`src/rtl/hpd_pkg.sv`:
```
package hpd_pkg;

    typedef enum logic [1:0] {
        ST_IDLE    = 2'd0,
        ST_PENDING = 2'd1,
        ST_ACTIVE  = 2'd2
    } ld_state_e;

endpackage

```
`src/rtl/hpd_period_ctr.sv`:
```
module hpd_period_ctr #(
    parameter int DUTY_W = 16
) (
    input  logic              clk,
    input  logic              rst_n,
    output logic [DUTY_W-1:0] cnt_q,
    output logic              period_end
);

    always_ff @(posedge clk or negedge rst_n) begin
        if (!rst_n) cnt_q <= '0;
        else        cnt_q <= cnt_q + DUTY_W'(1);
    end

    assign period_end = &cnt_q;

endmodule

```
`src/rtl/hpd_splitter.sv`:
```
module hpd_splitter #(
    parameter int DUTY_W = 16,
    parameter int FRAC_W = 16,
    localparam int SET_W = DUTY_W + FRAC_W
) (
    input  logic [SET_W-1:0]  sp,
    output logic [DUTY_W-1:0] base,
    output logic [FRAC_W-1:0] mag,
    output logic              neg
);

    logic [DUTY_W:0]   hi_w;
    logic              sat_w;
    logic [FRAC_W-1:0] lo_w;

    // half-up rounding: add the top fractional bit into the integer part
    assign hi_w  = {1'b0, sp[SET_W-1:FRAC_W]} + (DUTY_W+1)'(sp[FRAC_W-1]);
    assign sat_w = hi_w[DUTY_W];
    assign lo_w  = sp[FRAC_W-1:0];

    always_comb begin
        base = sat_w ? '1 : hi_w[DUTY_W-1:0];
        // rounded up without clipping -> residual is lo - 2^F (negative)
        neg  = sp[FRAC_W-1] && !sat_w;
        mag  = neg ? (~lo_w + FRAC_W'(1)) : lo_w;
    end

endmodule

```
`src/rtl/hpd_dither_acc.sv`:
```
module hpd_dither_acc #(
    parameter int FRAC_W = 16
) (
    input  logic              clk,
    input  logic              rst_n,
    input  logic              step,
    input  logic              clear,
    input  logic              en,
    input  logic [FRAC_W-1:0] mag,
    output logic              carry_q
);

    logic [FRAC_W-1:0] acc_q;
    logic [FRAC_W:0]   sum_w;

    assign sum_w = {1'b0, (clear ? '0 : acc_q)} + {1'b0, mag};

    always_ff @(posedge clk or negedge rst_n) begin
        if (!rst_n) begin
            acc_q   <= '0;
            carry_q <= 1'b0;
        end else if (step) begin
            if (!en) begin
                acc_q   <= '0;
                carry_q <= 1'b0;
            end else begin
                acc_q   <= sum_w[FRAC_W-1:0];
                carry_q <= sum_w[FRAC_W];
            end
        end
    end

endmodule

```
`src/rtl/hires_pwm_dac.sv`:
```
module hires_pwm_dac
    import hpd_pkg::*;
#(
    parameter int DUTY_W = 16,
    parameter int FRAC_W = 16,
    localparam int SET_W = DUTY_W + FRAC_W
) (
    input  logic             clk,
    input  logic             rst_n,
    input  logic [SET_W-1:0] set_val,
    input  logic             set_load,
    input  logic             dith_en,
    output logic             pwm_o
);

    ld_state_e         state_q, state_d;
    logic [SET_W-1:0]  pend_q, act_q, act_next;
    logic [DUTY_W-1:0] cnt_q, duty_q, duty_next, base_w;
    logic [FRAC_W-1:0] mag_w;
    logic              neg_w, period_end, swap, carry_q, corr;

    hpd_period_ctr #(.DUTY_W(DUTY_W)) u_ctr (
        .clk        (clk),
        .rst_n      (rst_n),
        .cnt_q      (cnt_q),
        .period_end (period_end)
    );

    // state register
    always_ff @(posedge clk or negedge rst_n) begin
        if (!rst_n) state_q <= ST_IDLE;
        else        state_q <= state_d;
    end

    // next-state logic
    always_comb begin
        state_d = state_q;
        unique case (state_q)
            ST_IDLE:    if (set_load) state_d = ST_PENDING;
            ST_PENDING: if (!set_load && period_end) state_d = ST_ACTIVE;
            ST_ACTIVE:  if (set_load) state_d = ST_PENDING;
            default:    state_d = ST_IDLE;
        endcase
    end

    // controller outputs
    always_comb begin
        swap = period_end && (state_q == ST_PENDING);
    end

    always_ff @(posedge clk or negedge rst_n) begin
        if (!rst_n) begin
            pend_q <= '0;
            act_q  <= '0;
        end else begin
            if (set_load) pend_q <= set_val;
            if (swap)     act_q  <= pend_q;
        end
    end

    assign act_next = swap ? pend_q : act_q;

    hpd_splitter #(.DUTY_W(DUTY_W), .FRAC_W(FRAC_W)) u_split (
        .sp   (act_next),
        .base (base_w),
        .mag  (mag_w),
        .neg  (neg_w)
    );

    hpd_dither_acc #(.FRAC_W(FRAC_W)) u_acc (
        .clk     (clk),
        .rst_n   (rst_n),
        .step    (period_end),
        .clear   (swap),
        .en      (dith_en),
        .mag     (mag_w),
        .carry_q (carry_q)
    );

    assign corr = dith_en && carry_q && !swap;

    always_comb begin
        duty_next = base_w;
        if (corr) begin
            if (neg_w) duty_next = (base_w == '0) ? '0 : base_w - DUTY_W'(1);
            else       duty_next = (&base_w) ? base_w : base_w + DUTY_W'(1);
        end
    end

    // shadow duty: only reloaded as a new period begins
    always_ff @(posedge clk or negedge rst_n) begin
        if (!rst_n)          duty_q <= '0;
        else if (period_end) duty_q <= duty_next;
    end

    assign pwm_o = (cnt_q < duty_q);

endmodule

```
`config.mk`:
```
export PLATFORM = sky130hd
export DESIGN_NAME = hires_pwm_dac
export DESIGN_NICKNAME = d
export VERILOG_FILES = /design/src/rtl/hpd_pkg.sv /design/src/rtl/hpd_period_ctr.sv /design/src/rtl/hpd_splitter.sv /design/src/rtl/hpd_dither_acc.sv /design/src/rtl/hires_pwm_dac.sv
export SDC_FILE = /design/constraint.sdc
export NUM_CORES = 1
export LEC_CHECK = 0
export BUFFER_PORTS_ARGS = -buffer_cell sky130_fd_sc_hd__buf_4
export CAP_MARGIN = 15
export CORE_ASPECT_RATIO = 2
export CORE_MARGIN = 3
export CORE_UTILIZATION = 51
export DETAILED_ROUTE_END_ITERATION = 16
export HOLD_SLACK_MARGIN = 0.03
export MAX_ROUTING_LAYER = met4
export PLACE_DENSITY = 0.68
export RECOVER_POWER = 50
export SKIP_CTS_REPAIR_TIMING = 1
export SLEW_MARGIN = 20
export SYNTH_ARGS = -nofsm -noshare
export SYNTH_HDL_FRONTEND = slang
export SYNTH_SLANG_ARGS = --single-unit
```
`constraint.sdc`:
```
create_clock -name clk -period 8.2 [get_ports clk]
set_clock_uncertainty 0.1 [all_clocks]
set_input_delay 1.64 -clock clk [delete_from_list [all_inputs] [get_ports clk]]
set_output_delay 1.64 -clock clk [all_outputs]
set_load 0.1 [all_outputs]
```
==> results.md <==
* Status: complete, but fails checks
* Failing checks: capacitance limit, slew limit
* Post-synthesis mux area share at just over 8%
* Slew @ Worst Pin at 3.054 ns
* Cell area after synthesis at 8577 um^2
* Final setup fails at 0
* Worst Setup End Kind: flip-flop
* Residual DRC count at 0
* Final min period at about 7.4 ns
* Max Root-Sink Buffers at 2
* Combinational family with the most area after synthesis: simple AND/OR/NAND/NOR gates
* CTS H-tree depth at 4
* Top FF cell, synth: dfrtp_1
* Post-synthesis net count at about 1100
* Worst-path fanout max at 26
* DR vias at between 7000 and 8000
* Hold path startpoint: u_acc.acc_q[1]
* CTS Buf Count at 17
* Port bufs at 36
* Fmax at 134.6 MHz
* Post-synthesis cell type count at 80
* Initial DRC Count at between 500 and 600
* Post-synth EDFFs at 0
* Grt total ovfl at 0
* Total core area at 16350 um^2
* RSZ-0062 raised after global routing: false
* Initial antenna violation count at 0
* Clk slew on worst S/H paths at around 0.060 ns
* Worst-Skew Late Latency at approximately 0.42 ns
* Reg-to-Reg End: u_acc.acc_q[15]
* Post-Synthesis Cells at 990
* Max Transition Viols Final at approximately 140
* Die height at about 190 um
* Max-cap viol count at 3
* CTS root buf: clkbuf_16
* Avg Vias per Cell at around 6.4
* Vias in the first global route at about 8000
* Synth async-reset ratio at 100.0%
* Nets at 1081
* Die outline width at a little under 100 um
* Pleak at between 4 and 5 nW
* Post-Synth XOR/XNOR Area at under 10%
* Synth Area in Adders at under 10%
* Yosys warns at 0
* RR Startpoint: u_ctr.cnt_q[0]
* Pre-antenna DRT Iters at 5
* Area delta synth->final at 11.29%
* Largest net degree at the start of global routing at 60
* Sequential fraction of the synthesis area at 33.55%
* Diodes inserted at 0
* WP data required at roughly 8.4 ns
* Die Area at 18500 um^2
* Fin util at around three fifths
* Initial Utilization at a little over half
* CP dominant cell by count: nand2_1
* Worst setup startpoint: u_ctr.cnt_q[0]
* Worst min path class: flip-flop to flip-flop
* Compound-cell area share of the yosys netlist at around 18%
* Num rows at 66
* Reg2Reg Depth at 25
* Routed WL per cell at 23.14 um
* Crit path arrival time at 7.61 ns
* I/O pins at 37
* GRT Util Overall at between 30% and 40%
* R2R setup slack at slightly below 0.8 ns
* Clock sinks at around 120
* Avg Cell Area, Syn at 8.664 um^2
* Seq cells post-synth at between 100 and 150
* Worst Setup EP: u_acc.acc_q[15]
* Power Density at 155.8 nW/um^2
* Layout cell share with drive strength beyond 1 at 12.80%
* Final HPWL DP at about 21000 um
* CP startpoint kind: flip-flop
* Fillers at roughly 1500
* CP peak stage delay at 0.92 ns
* CTS tree: done
* Post-route ant nets at 0
* First-pass GRT wire length at 43770 um
* DRT Wirelength at about 28000 um
* Post-Synth Simple-Gate Area at a little under a quarter
* Fin. Hold Viols at 0
* Relative slew slack at -103.6%
* WS Path Type: flip-flop to flip-flop
* Worst vdd ir at between 100 and 150 uV
* CP max-delay cell: nor4_1
* Fin Setup TNS at 0 ns
* Gpl congestion at ~1.1
* Final period utilization at about 91%
per-stage QoR:
stage / power, mW / std cells / hold slack, ns / setup WS [ns] / cell area (um^2)
finish: 1.487 / 1220 / 0.3682 / 0.7724 / 9545
global route: 1.528 / 1220 / 0.3979 / 0.2025 / 9545
CTS: 1.497 / 1220 / 0.3667 / 0.8043 / 9603
detailed placement: 0.6889 / 1188 / 0.3536 / 0.8185 / 8969
global placement: 0.6874 / 1188 / 0.3463 / 1.116 / 8969
floorplan: 0.6462 / 990 / 0.3304 / 1.342 / 8577
worst max-delay path: cells and delay by family, from the launching register on:
kind,cells,cell delay [ns]
compound gates,9,2.11
xor+xnor,1,0.16
fa+ha+maj,3,0.95
buf+inv,2,0.83
flops,1,0.38
simple gates,10,2.74
kinds of logic after synthesis:
group                    count (synthesis)
multiplexers                            65
flip-flops                             115
XOR/XNOR                                66
adder cells (fa/ha/maj)                 42
buffers and inverters                   99
AND/OR/NAND/NOR                        381
AO/OA/AOI/OAI                          222
metal layers:
| layer | GRT usage, % | share of wire, % | wire, um |
|---|---|---|---|
| met5 | - | 0 | 0 |
| met4 | 27.47 | 9.8 | 2758 |
| met3 | 4.757 | 4.2 | 1197 |
| met2 | 55.10 | 52 | 14650 |
| met1 | 30.50 | 34 | 9629 |
power by group:
part	leakage, nW	total [mW]	switching, mW	internal, mW
registers	1.39	0.612	0.0293	0.583
logic	2.77	0.0676	0.0351	0.0325
clock network	0.311	0.807	0.281	0.526
total	4.47	1.49	0.346	1.14
final cells by class:
cell class / instances / area [um^2] / share of cell area, %
clock buffers: 20 / 456.7 / 4.784
clock inverters: 12 / 177.7 / 1.861
inverters: 45 / 168.9 / 1.770
multi-input cells: 776 / 5268 / 55.18
flip-flops and latches: 115 / 2878 / 30.15
well taps: 204 / 255.2 / 2.674
repair buffers: 48 / 341.6 / 3.578
state kept, by name, indices dropped and copies added, names as in the netlist:
signal / flops
duty_q: 16
u_acc.carry_q: 1
u_acc.acc_q: 16
pend_q: 32
u_ctr.cnt_q: 16
act_q: 32
state_q: 2
Yosys cell counts (4+ instances only):
library cell / instances / area [um^2]
a22oi_1: 7 / 52.55
and2_1: 23 / 143.9
o211ai_1: 15 / 112.6
xnor2_1: 47 / 411.6
a221oi_1: 4 / 35.03
nand4_1: 20 / 125.1
inv_1: 45 / 168.9
mux2_2: 36 / 405.4
o21ai_0: 55 / 275.3
nor2_1: 45 / 168.9
nand2_1: 135 / 506.7
a21o_1: 13 / 97.59
nand3_1: 50 / 250.2
and4_1: 10 / 87.58
dfrtp_1: 115 / 2878
and3_1: 21 / 131.4
xor2_1: 19 / 166.4
buf_2: 12 / 60.06
a211oi_1: 4 / 30.03
clkbuf_1: 37 / 138.9
nor4_1: 11 / 68.82
o22a_1: 4 / 35.03
nand2b_1: 5 / 31.28
nor2b_1: 5 / 31.28
or3_1: 6 / 37.54
a221oi_2: 4 / 60.06
o31ai_1: 11 / 82.58
a31oi_1: 11 / 68.82
mux2i_1: 28 / 280.3
ha_1: 41 / 513.0
o22ai_1: 6 / 37.54
a21oi_1: 42 / 210.2
o31a_1: 4 / 35.03
nand3b_1: 5 / 37.54
nor3_1: 22 / 110.1
placed cells by master (no fill, tap or decap), types with 15 or more instances in the layout:
cell type | netlist | routed
nand2_1 | 135 | 134
and3_1 | 21 | 21
buf_4 | 0 | 43
inv_1 | 45 | 45
o211ai_1 | 15 | 15
a21oi_1 | 42 | 42
dfrtp_1 | 115 | 115
nor3_1 | 22 | 23
mux2i_1 | 28 | 29
nand4_1 | 20 | 21
ha_1 | 41 | 41
o21ai_0 | 55 | 55
mux2_2 | 36 | 36
xnor2_1 | 47 | 47
and2_1 | 23 | 23
nor2_1 | 45 | 45
clkbuf_16 | 0 | 17
xor2_1 | 19 | 19
nand3_1 | 50 | 50
worst min-delay path by stage:
stage | endpoint | slack (ns) | cells past startpoint
finish | u_acc.acc_q[1] | 0.37 | 2
global route | u_acc.acc_q[12] | 0.40 | 2
CTS | u_acc.acc_q[1] | 0.37 | 2
detailed placement | u_acc.acc_q[1] | 0.35 | 2
global placement | u_acc.acc_q[0] | 0.35 | 2
floorplan | u_acc.acc_q[0] | 0.33 | 2
No activity file was read; power rests on OpenSTA's default activity.
